File: src/rtl/eep_prot_pkg.sv
package eep_prot_pkg;

    localparam int DATA_W = 8;

    // configuration register field positions (upper nibble mirrors shadow bits 7:4)
    localparam int CFG_DBG_UNLOCK = 7;
    localparam int CFG_SHW_OFF    = 6;
    localparam int CFG_RSVD       = 5;
    localparam int CFG_FLASH_OPEN = 4;
    localparam int CFG_FIXED_ONE  = 3;
    localparam int CFG_WAIT_STOP  = 2;
    localparam int CFG_LOCK       = 1;
    localparam int CFG_DUMMY      = 0;

    // protection register field positions
    localparam int PRT_SHW      = 7;
    localparam int PRT_FIXED    = 6;

    typedef enum logic [1:0] {
        LK_OPEN_FRESH = 2'b00,
        LK_OPEN_SPENT = 2'b01,
        LK_SHUT_FRESH = 2'b10,
        LK_SHUT_SPENT = 2'b11
    } lock_state_t;

    typedef enum logic [1:0] {
        ERS_BULK = 2'b00,
        ERS_ROW  = 2'b01,
        ERS_BYTE = 2'b10,
        ERS_WORD = 2'b11
    } erase_kind_t;

endpackage

File: src/rtl/eep_lock_fsm.sv
module eep_lock_fsm
    import eep_prot_pkg::*;
(
    input  logic clk,
    input  logic rst_n,
    input  logic cfg_wr,
    input  logic special,
    input  logic lock_wbit,
    output logic lock
);

    lock_state_t st_q, st_d;

    always_ff @(posedge clk) begin
        if (!rst_n) st_q <= LK_OPEN_FRESH;
        else        st_q <= st_d;
    end

    always_comb begin
        st_d = st_q;
        if (cfg_wr) begin
            unique case (st_q)
                LK_OPEN_FRESH, LK_SHUT_FRESH: begin
                    if (special) st_d = lock_wbit ? LK_SHUT_FRESH : LK_OPEN_FRESH;
                    else         st_d = lock_wbit ? LK_SHUT_SPENT : LK_OPEN_SPENT;
                end
                LK_OPEN_SPENT, LK_SHUT_SPENT: begin
                    if (special) st_d = lock_wbit ? LK_SHUT_SPENT : LK_OPEN_SPENT;
                end
            endcase
        end
    end

    always_comb begin
        unique case (st_q)
            LK_SHUT_FRESH, LK_SHUT_SPENT: lock = 1'b1;
            LK_OPEN_FRESH, LK_OPEN_SPENT: lock = 1'b0;
        endcase
    end

    // once the normal-mode token is spent, normal writes leave the lock alone
    p_once_r3: assert property (@(posedge clk) disable iff (!rst_n)
        (cfg_wr && !special && (st_q == LK_OPEN_SPENT || st_q == LK_SHUT_SPENT)) |=> $stable(lock));

    // special-mode writes always land
    p_free_r4: assert property (@(posedge clk) disable iff (!rst_n)
        (cfg_wr && special) |=> (lock == $past(lock_wbit)));

endmodule

File: src/rtl/eep_cfg_reg.sv
module eep_cfg_reg
    import eep_prot_pkg::*;
(
    input  logic              clk,
    input  logic              rst_n,
    input  logic              cfg_wr,
    input  logic              special,
    input  logic [3:0]        shadow_nib,
    input  logic [3:0]        hi_wdata,
    input  logic              wstop_wdata,
    input  logic              dummy_wdata,
    input  logic              lock_bit,
    output logic [DATA_W-1:0] cfg_q
);

    localparam int NIB_FOPEN = CFG_FLASH_OPEN - 4;

    logic [3:0] hi_q;
    logic       wstop_q;
    logic       dummy_q;

    always_ff @(posedge clk) begin
        if (!rst_n) begin
            hi_q    <= shadow_nib;
            wstop_q <= 1'b1;
            dummy_q <= 1'b0;
        end else if (cfg_wr) begin
            if (special) begin
                hi_q <= hi_wdata;
            end else begin
                hi_q[NIB_FOPEN] <= hi_q[NIB_FOPEN] & hi_wdata[NIB_FOPEN];
            end
            wstop_q <= wstop_wdata;
            dummy_q <= dummy_wdata;
        end
    end

    always_comb begin
        cfg_q                = '0;
        cfg_q[7:4]           = hi_q;
        cfg_q[CFG_FIXED_ONE] = 1'b1;
        cfg_q[CFG_WAIT_STOP] = wstop_q;
        cfg_q[CFG_LOCK]      = lock_bit;
        cfg_q[CFG_DUMMY]     = dummy_q;
    end

    // mode-gated fields hold across normal-mode writes
    p_mode_gate_r5: assert property (@(posedge clk) disable iff (!rst_n)
        (cfg_wr && !special) |=> $stable(cfg_q[CFG_DBG_UNLOCK:CFG_RSVD]));

    // flash-open can never be raised from normal mode
    p_fopen_noset_r6: assert property (@(posedge clk) disable iff (!rst_n)
        (cfg_wr && !special) |=> !$rose(cfg_q[CFG_FLASH_OPEN]));

endmodule

File: src/rtl/eep_prot_reg.sv
module eep_prot_reg
    import eep_prot_pkg::*;
#(
    parameter int N_BLK = 6
) (
    input  logic              clk,
    input  logic              rst_n,
    input  logic              prot_wr,
    input  logic              pgm_active,
    input  logic              lock_bit,
    input  logic              shw_wdata,
    input  logic [N_BLK-1:0]  blk_wdata,
    output logic [DATA_W-1:0] prot_q
);

    logic             shw_q;
    logic [N_BLK-1:0] blk_q;
    logic             open_wr;

    assign open_wr = prot_wr && !pgm_active && !lock_bit;

    always_ff @(posedge clk) begin
        if (!rst_n) begin
            shw_q <= 1'b1;
            blk_q <= '1;
        end else if (open_wr) begin
            shw_q <= shw_wdata;
            blk_q <= blk_wdata;
        end
    end

    always_comb begin
        prot_q              = '1;
        prot_q[PRT_SHW]     = shw_q;
        prot_q[N_BLK-1:0]   = blk_q;
    end

    // frozen while locked or while a pulse is applied
    p_frozen_r2: assert property (@(posedge clk) disable iff (!rst_n)
        (prot_wr && (pgm_active || lock_bit)) |=> $stable(prot_q));

    // an open write lands on the block bits
    p_open_r2: assert property (@(posedge clk) disable iff (!rst_n)
        (prot_wr && !pgm_active && !lock_bit) |=> (prot_q[N_BLK-1:0] == $past(blk_wdata)));

endmodule

File: src/rtl/eep_addr_check.sv
module eep_addr_check #(
    parameter int          ADDR_W    = 12,
    parameter int unsigned ARR_BASE  = 32'h0800,
    parameter int unsigned ARR_BYTES = 2048,
    parameter int          N_BLK     = 6,
    parameter int unsigned SHW_BYTES = 2
) (
    input  logic              clk,
    input  logic              rst_n,
    input  logic [ADDR_W-1:0] addr,
    input  logic [N_BLK-1:0]  blk_prot,
    input  logic              shw_prot,
    input  logic              shw_visible,
    output logic              hit_prot,
    output logic              shw_hit
);

    localparam int unsigned ARR_TOP = ARR_BASE + ARR_BYTES;
    localparam int unsigned SMALLEST = ARR_BYTES >> (N_BLK - 1);
    localparam int unsigned SHW_LO  = ARR_TOP - SMALLEST;

    logic [31:0]      a_ext;
    logic [N_BLK-1:0] in_blk;

    assign a_ext = 32'(addr);

    // region k (k>0) is ARR_BYTES >> (N_BLK-k) long and ends where region k-1 starts
    for (genvar k = 0; k < N_BLK; k++) begin : g_blk
        localparam int unsigned SZ = (k == 0) ? SMALLEST : (ARR_BYTES >> (N_BLK - k));
        localparam int unsigned LO = (k == 0) ? (ARR_TOP - SZ) : (ARR_TOP - 2 * SZ);
        assign in_blk[k] = (a_ext >= LO) && (a_ext < LO + SZ);
    end

    assign shw_hit  = shw_visible && (a_ext >= SHW_LO) && (a_ext < SHW_LO + SHW_BYTES);
    assign hit_prot = (|(in_blk & blk_prot)) | (shw_hit & shw_prot);

    // regions never overlap
    p_disjoint_r8: assert property (@(posedge clk) disable iff (!rst_n)
        $onehot0(in_blk));

    // nothing below the array is ever reported protected
    p_outside_r9: assert property (@(posedge clk) disable iff (!rst_n)
        (a_ext < ARR_BASE) |-> !hit_prot);

endmodule

File: src/rtl/eep_prot_cfg.sv
module eep_prot_cfg
    import eep_prot_pkg::*;
#(
    parameter int          ADDR_W    = 12,
    parameter int unsigned ARR_BASE  = 32'h0800,
    parameter int unsigned ARR_BYTES = 2048,
    parameter int          N_BLK     = 6,
    parameter int unsigned SHW_BYTES = 2
) (
    input  logic              clk,
    input  logic              rst_n,
    input  logic              special_mode,
    input  logic              pgm_active,
    input  logic [3:0]        shadow_nib,
    input  logic              bus_wr,
    input  logic              bus_sel,
    input  logic [7:0]        bus_wdata,
    input  logic [ADDR_W-1:0] chk_addr,
    input  logic [1:0]        erase_kind,
    input  logic              bulk_prot,
    output logic [7:0]        cfg_q,
    output logic [7:0]        prot_q,
    output logic              chk_protected,
    output logic              shadow_visible,
    output logic              bulk_row_block
);

    localparam int unsigned SHW_LO = ARR_BASE + ARR_BYTES - (ARR_BYTES >> (N_BLK - 1));

    logic cfg_wr, prot_wr, lock_bit, shw_hit;
    logic kind_wide;
    logic [31:0] a_ext;

    assign cfg_wr  = bus_wr && !bus_sel;
    assign prot_wr = bus_wr &&  bus_sel;
    assign a_ext   = 32'(chk_addr);

    eep_lock_fsm u_lock (
        .clk       (clk),
        .rst_n     (rst_n),
        .cfg_wr    (cfg_wr),
        .special   (special_mode),
        .lock_wbit (bus_wdata[CFG_LOCK]),
        .lock      (lock_bit)
    );

    eep_cfg_reg u_cfg (
        .clk         (clk),
        .rst_n       (rst_n),
        .cfg_wr      (cfg_wr),
        .special     (special_mode),
        .shadow_nib  (shadow_nib),
        .hi_wdata    (bus_wdata[7:4]),
        .wstop_wdata (bus_wdata[CFG_WAIT_STOP]),
        .dummy_wdata (bus_wdata[CFG_DUMMY]),
        .lock_bit    (lock_bit),
        .cfg_q       (cfg_q)
    );

    eep_prot_reg #(.N_BLK(N_BLK)) u_prot (
        .clk        (clk),
        .rst_n      (rst_n),
        .prot_wr    (prot_wr),
        .pgm_active (pgm_active),
        .lock_bit   (lock_bit),
        .shw_wdata  (bus_wdata[PRT_SHW]),
        .blk_wdata  (bus_wdata[N_BLK-1:0]),
        .prot_q     (prot_q)
    );

    assign shadow_visible = !cfg_q[CFG_SHW_OFF];

    eep_addr_check #(
        .ADDR_W    (ADDR_W),
        .ARR_BASE  (ARR_BASE),
        .ARR_BYTES (ARR_BYTES),
        .N_BLK     (N_BLK),
        .SHW_BYTES (SHW_BYTES)
    ) u_chk (
        .clk         (clk),
        .rst_n       (rst_n),
        .addr        (chk_addr),
        .blk_prot    (prot_q[N_BLK-1:0]),
        .shw_prot    (prot_q[PRT_SHW]),
        .shw_visible (shadow_visible),
        .hit_prot    (chk_protected),
        .shw_hit     (shw_hit)
    );

    // byte and word erases never consult the bulk-protect bit
    assign kind_wide      = (erase_kind == ERS_BULK) || (erase_kind == ERS_ROW);
    assign bulk_row_block = (bulk_prot && kind_wide)
                          || ((erase_kind == ERS_BULK) && !shadow_visible);

    // a visible, protected shadow word reports protected at the port
    p_shadow_r10: assert property (@(posedge clk) disable iff (!rst_n)
        (!cfg_q[CFG_SHW_OFF] && prot_q[PRT_SHW] && a_ext >= SHW_LO && a_ext < SHW_LO + SHW_BYTES)
        |-> chk_protected);

    // shadow hit never claimed while the shadow word is hidden
    p_shadow_hidden_r10: assert property (@(posedge clk) disable iff (!rst_n)
        cfg_q[CFG_SHW_OFF] |-> !shw_hit);

    // bulk erase refused with the shadow word hidden
    p_bulk_r11: assert property (@(posedge clk) disable iff (!rst_n)
        (erase_kind == 2'b00 && cfg_q[CFG_SHW_OFF]) |-> bulk_row_block);

endmodule

File: config.mk
export PLATFORM = sky130hd
export DESIGN_NAME = eep_prot_cfg
export DESIGN_NICKNAME = d
export VERILOG_FILES = /design/src/rtl/eep_prot_pkg.sv /design/src/rtl/eep_lock_fsm.sv /design/src/rtl/eep_cfg_reg.sv /design/src/rtl/eep_prot_reg.sv /design/src/rtl/eep_addr_check.sv /design/src/rtl/eep_prot_cfg.sv
export SDC_FILE = /design/constraint.sdc
export NUM_CORES = 1
export LEC_CHECK = 0
export ABC_AREA = 1
export BUFFER_PORTS_ARGS = -buffer_cell sky130_fd_sc_hd__buf_4
export CAP_MARGIN = 20
export CORE_ASPECT_RATIO = 0.8
export CORE_UTILIZATION = 44
export CTS_CLUSTER_DIAMETER = 50
export DETAILED_ROUTE_END_ITERATION = 10
export GPL_TIMING_DRIVEN = 1
export HOLD_SLACK_MARGIN = 0.08
export PLACE_DENSITY = 0.83
export RECOVER_POWER = 50
export SLEW_MARGIN = 20
export SYNTH_ARGS = -nofsm -noshare
export SYNTH_HDL_FRONTEND = slang
export SYNTH_SLANG_ARGS = --single-unit
File: constraint.sdc
create_clock -name clk -period 3.4 [get_ports clk]
set_input_delay 0.68 -clock clk [delete_from_list [all_inputs] [get_ports clk]]
set_output_delay 0.68 -clock clk [all_outputs]
set_load 0.1 [all_outputs]
==> results by group, run 1 <==
Placed design
  • IO buf count: 48
  • Gpl congestion: 0.739
  • Setup WS pre-CTS: 1.18 ns
  • DP HPWL: 1430 microns
  • Placed cell area: 1140 sq um
  • DP Cell Count: 178

Layout
  • Diode count: 0
  • Post-Layout Cell Count: 182
  • Layout area overhead: 43.5%
  • Layout cells sized above 1: 34.4%
  • Finished Cell Area: 1150 sq um
  • Nets@finish: 194

Detailed routing
  • Drt via density: 4.56
  • Final ANT Viol Nets: 0
  • 1st-iter DRT viols: 15
  • Via count: 830
  • DRT Pass-1 Iters: 4
  • Routed wire per std cell: 9.56 microns
  • DRC errors left: 0
  • Wirelength, routed: 1740 microns

Floorplanning
  • Core Region: 1660 sq um
  • Die area: 1990 sq um
  • Row count: 13
  • Die Ht: 40.1 microns
  • # IOs: 52
  • Initial core utilization: 48.2%
  • Die width: 49.7 microns

Synth
  • Syn Inst Count: 115
  • Number of synthesized flops with an enable pin: 4
  • Mean Syn Cell Area: 6.95 sq um
  • Seq cells post-synth: 15
  • Post-synth cell types: 21
  • Async SR Flop Fraction: 0%
  • Most instantiated cells after synthesis: 38 x nand2_1, 14 x inv_1, 13 x nor2_1
  • Post-Syn Area: 800 sq um
  • Sequential share of the synthesized area: 42.6%
  • YS warnings: 0
  • Post-synth top area cell: dfxtp_1
  • Top FF cell, synth: dfxtp_1
  • Most frequent cell after synthesis: nand2_1
  • Synth top area share: 27.5%
  • Top cells by area, synth: dfxtp_1 28%, nand2_1 18%, edfxtp_1 15%

Global routing
  • Vias in the first global route: 681
  • Largest net degree at the start of global routing: 17
  • GR Util All Layers: 17.9%
  • Global-route wire length before repair: 2590 microns
  • Initial antenna violation count: 0
  • GRT Residual Overflow: 0

STA
  • Sum of negative setup slack: 0 ns
  • Worst Max-Slew Pin Slew: 0.626 ns
  • Fin. Hold Viols: 0
  • RSZ-0062 raised after global routing: false
  • Period utilization: 65.2%
  • Fmax: 0.451 GHz
  • Clock Skew: 0.000944 ns
  • Fin. max-slew vios: 0
  • Setup-failing EPs final: 0
  • Post-route minimum period: 2.22 ns
  • Final WS setup: 1.18 ns
  • Slew HR: 58.3%

Status
  • Status: finished clean

Clock tree
  • Hold Buf Count CTS: 0
  • Root Buffer: clkbuf_4
  • Worst-path clk slew: 0.08 ns
  • PostCTS Resize Cnt: 0
  • Post-CTS Repair Setup Buffers: 0
  • H-tree lvl count: 1
  • CTS tree: yes
  • CTS sink cnt: 15
  • Clock Path Buffers: 2
  • CTS buffer count: 3
  • Latest clock arrival within the worst-skew pair: 0.28 ns

Critical path
  • CP Max Fanout: 3
  • Worst EP arrival: 1.54 ns
  • CP Capture Type: output pin
  • Type of the worst setup path: in2out
  • Worst-path cell chain: buf_4 -> nand2_2 -> nor2_2 -> nand2_2 -> nor2_2 -> nand2_1 -> nand3_1 -> buf_4
  • Critical Path RT: 2.72 ns
  • CP max-delay cell: buf_4
  • CP peak stage delay: 0.29 ns
  • Worst setup SP type: primary input

Run
  • Max Cap Viol: 0

Power and ir drop
  • P per Cell Area: 444 nW/um^2
  • Seq pwr share: 39.7%
  • Clock power share: 19.6%
  • Internal: 294 uW
  • Maximum VDD drop: 0.000356 V
  • Combinational Power Share: 40.7%
  • Switching Share: 42.3%
  • P_sw: 216 uW
  • Total power: 510 uW
  • Lkg Pwr: 0.000617 uW

Min path
  • Worst Hold Class: reg2reg
per-layer routing:
layer / GRT usage, % / wire [microns]
met4: 4.29 / 20
met5: 0 / 0
met2: 33.1 / 803
met1: 19.9 / 742
met3: 7.20 / 173
power by group through the flow:
stage	registers, uW	clock network [uW]	logic [uW]
final	202	99.9	207
after detailed placement	207	0	210
after global routing	204	109	218
after global placement	206	0	208
after floorplan	269	0	93.8
after CTS	202	104	211
final timing paths:
check	start	endpoint	slack (ns)	cells after the start
worst max-delay path	chk_addr[11]	chk_protected	1.18	8
worst min-delay path	u_lock.st_q[0]	u_lock.st_q[0]	0.48	1
worst max register to register	u_lock.st_q[1]	u_prot.blk_q[0]	2.40	5
worst min register to register	u_lock.st_q[0]	u_lock.st_q[0]	0.48	1
worst max-delay path: cells and delay by family:
family,cells,cell delay (ns)
buf+inv,2,0.38
simple gates,6,0.47
sequential cells by signal (all words and copies together), names as in the netlist:
| register | cells |
|---|---|
| u_lock.st_q | 2 |
| u_cfg.wstop_q | 1 |
| u_prot.blk_q | 6 |
| u_cfg.dummy_q | 1 |
| u_cfg.hi_q | 4 |
| u_prot.shw_q | 1 |
per-stage QoR:
step                hold slack, ns  utilization (%)
finish                       0.478             69.2
global route                 0.500             69.2
detailed placement           0.450             68.7
floorplan                    0.430                -
CTS                          0.474             70.3
global placement             0.450             68.7
logic make-up (layout without fill, tap and decap cells):
kind of cell / Yosys count / in the layout / synth area share, %
AO/OA/AOI/OAI: 10 / 10 / 7.51
flip-flops: 15 / 15 / 42.6
other: 1 / 2 / 0.469
buffers and inverters: 23 / 67 / 13.9
AND/OR/NAND/NOR: 66 / 66 / 35.5
cells in the final DEF, fill, tap and decap left out:
cell type,synthesis,final
buf_4,6,45
nand2_1,38,38
inv_1,14,14
nor2_1,13,13
dfxtp_1,11,11
nand3_1,7,7
o21ai_0,4,4
clkbuf_1,1,4
edfxtp_1,4,4
nor2_2,2,3
o211ai_1,3,3
clkbuf_4,0,3
nand2_2,2,2
a21oi_1,2,2
conb_1,1,2
nand4_1,1,1
nor3_1,1,1
nand3_2,1,1
clkinv_2,1,1
o21a_1,1,1
layout make-up:
class	instances	area [sq um]
fillers	148	512
repair buffers	48	349
multi-input cells	78	347
flip-flops and latches	15	340
inverters	15	57.6
well taps	22	27.5
clock buffers	4	26.3
Note: power is estimated with default switching activity, not from simulation.
==> run 2: changes to the inputs <==
- CORE_UTILIZATION: 44 -> 37
- PLACE_DENSITY: 0.83 -> 0.75
- clock period: 3.4 -> 1.9 ns (I/O delays scaled with it)
==> results by group, run 2 (synthesis gave the netlist of run 1 again) <==
Status
  • Status: finished clean

Floorplanning
  • Core Region: 1960 sq um
  • Initial core utilization: 40.8%
  • Die area: 2350 sq um
  • # IOs: 52
  • Die width: 54.0 microns
  • Row count: 14
  • Die Ht: 43.6 microns

Global routing
  • Largest net degree at the start of global routing: 17
  • GRT Residual Overflow: 0
  • GR Util All Layers: 17.2%
  • Global-route wire length before repair: 2890 microns
  • Vias in the first global route: 777
  • Initial antenna violation count: 0

Layout
  • Layout area overhead: 45.4%
  • Layout cells sized above 1: 35.0%
  • Largest register FFs: 6
  • Util after Layout: 59.2%
  • Highest-count cells in the layout ignoring fill and taps: 45 x buf_4, 38 x nand2_1, 14 x inv_1
  • Nets@finish: 194
  • Diode count: 0
  • Commonest non-fill, non-tap cell in the layout: buf_4
  • Reg with most FFs: u_prot.blk_q
  • Post-Layout Cell Count: 184
  • Regs by FF count: u_prot.blk_q x6, u_cfg.hi_q x4, u_lock.st_q x2

Power and ir drop
  • Combinational Power Share: 41.0%
  • Maximum VDD drop: 0.000530 V
  • Clock power share: 19.6%
  • P per Cell Area: 791 nW/um^2
  • Switching Share: 42.4%
  • Total power: 919 uW
  • Lkg Pwr: 0.000619 uW
  • P_sw: 390 uW
  • Internal: 530 uW
  • Seq pwr share: 39.4%

STA
  • Fin. Hold Viols: 0
  • Post-route minimum period: 1.77 ns
  • Worst Max-Slew Pin Slew: 0.626 ns
  • Slew HR: 58.3%
  • Fin. max-slew vios: 0
  • Clock Skew: 0.00174 ns
  • Period utilization: 93.0%
  • Setup-failing EPs final: 0
  • RSZ-0062 raised after global routing: false
  • Fmax: 0.566 GHz

Detailed routing
  • 1st-iter DRT viols: 11
  • Drt via density: 4.61
  • Final ANT Viol Nets: 0
  • Via count: 848
  • Wirelength, routed: 1900 microns
  • DRC errors left: 0
  • DRT Pass-1 Iters: 3
  • Routed wire per std cell: 10.3 microns

Clock tree
  • H-tree lvl count: 1
  • Worst-path clk slew: 0.08 ns
  • Hold Buf Count CTS: 0
  • Post-CTS Repair Setup Buffers: 0
  • Clock Path Buffers: 2
  • Root Buffer: clkbuf_4
  • CTS buffer count: 3
  • PostCTS Resize Cnt: 0
  • Latest clock arrival within the worst-skew pair: 0.28 ns
  • CTS sink cnt: 15
  • CTS tree: yes

Critical path
  • CP peak stage delay: 0.39 ns
  • CP Max Fanout: 3
  • Worst setup SP type: register
  • CP dominant cell by count: nand2_1
  • Type of the worst setup path: reg2out
  • Critical Path RT: 1.52 ns
  • Worst EP arrival: 1.39 ns
  • CP max-delay cell: edfxtp_1
  • Worst-path cell chain: inv_1 -> nand2_1 -> nor2_1 -> nand2_1 -> nand2_1 -> nand2_1 -> nand3_2 -> buf_6
  • CP Capture Type: output pin

Placed design
  • DP HPWL: 1580 microns
  • Gpl congestion: 0.713
  • DP Cell Count: 180
  • IO buf count: 48

Min path
  • Worst Hold Class: in2reg

Run
  • Max Cap Viol: 0
-- run 2: cell count changes in the layout (fill, tap and decap cells not counted), sizes merged --
cell,before,now
clkinvlp,0,1
clkinv,1,0
buf,45,46
clkbuf,7,6
-- run 2: worst paths after layout --
check,from,end,slack (ns),cells past startpoint
max,u_cfg.hi_q[2],chk_protected,0.13,8
min,bus_wdata[3],u_prot.blk_q[3],0.31,3
max reg2reg,u_lock.st_q[1],u_prot.blk_q[5],0.53,5
min reg2reg,u_lock.st_q[0],u_lock.st_q[0],0.47,1
-- run 2: power groups by stage --
stage | clock [uW] | sequential [uW] | combinational (uW)
after floorplan | 0 | 482 | 170
after global placement | 0 | 369 | 376
after detailed placement | 0 | 370 | 381
after CTS | 185 | 362 | 382
after global routing | 202 | 366 | 397
final | 180 | 362 | 377
-- run 2: stage by stage --
step / setup slack [ns] / setup TNS (ns) / hold slack [ns] / cell area, sq um
after floorplan: -0.930 / -1.89 / 0.430 / 816
after global placement: 0.307 / 0 / 0.451 / 1150
after detailed placement: 0.262 / 0 / 0.456 / 1150
after CTS: 0.0574 / 0 / 0.302 / 1180
after global routing: 0.00974 / 0 / 0.301 / 1160
final: 0.133 / 0 / 0.305 / 1160
-- run 2: routing by layer --
| layer | wire length, microns | share of wire, % | track usage, % | up-vias |
|---|---|---|---|---|
| met5 | 0 | 0 | 0 | - |
| met4 | 0 | 0 | 3.08 | 0 |
| met3 | 169 | 8.9 | 8.07 | 0 |
| met2 | 947 | 50 | 33.1 | 33 |
| met1 | 779 | 41 | 16.6 | 377 |
| li1 | - | - | - | 438 |
-- run 2: layout make-up --
type | count | area [sq um]
fill | 187 | 800
timing repair buffer | 48 | 357
multi-input combinational | 78 | 352
sequential | 15 | 340
inverter | 15 | 57.6
tap | 24 | 30.0
clock buffer | 4 | 26.3
-- run 2: worst max-delay path: cells and delay by family, from the launching register on --
| family | cells | cell delay, ns |
|---|---|---|
| and+or+nand+nor | 6 | 0.40 |
| DFF | 1 | 0.39 |
| buffers and inverters | 2 | 0.32 |
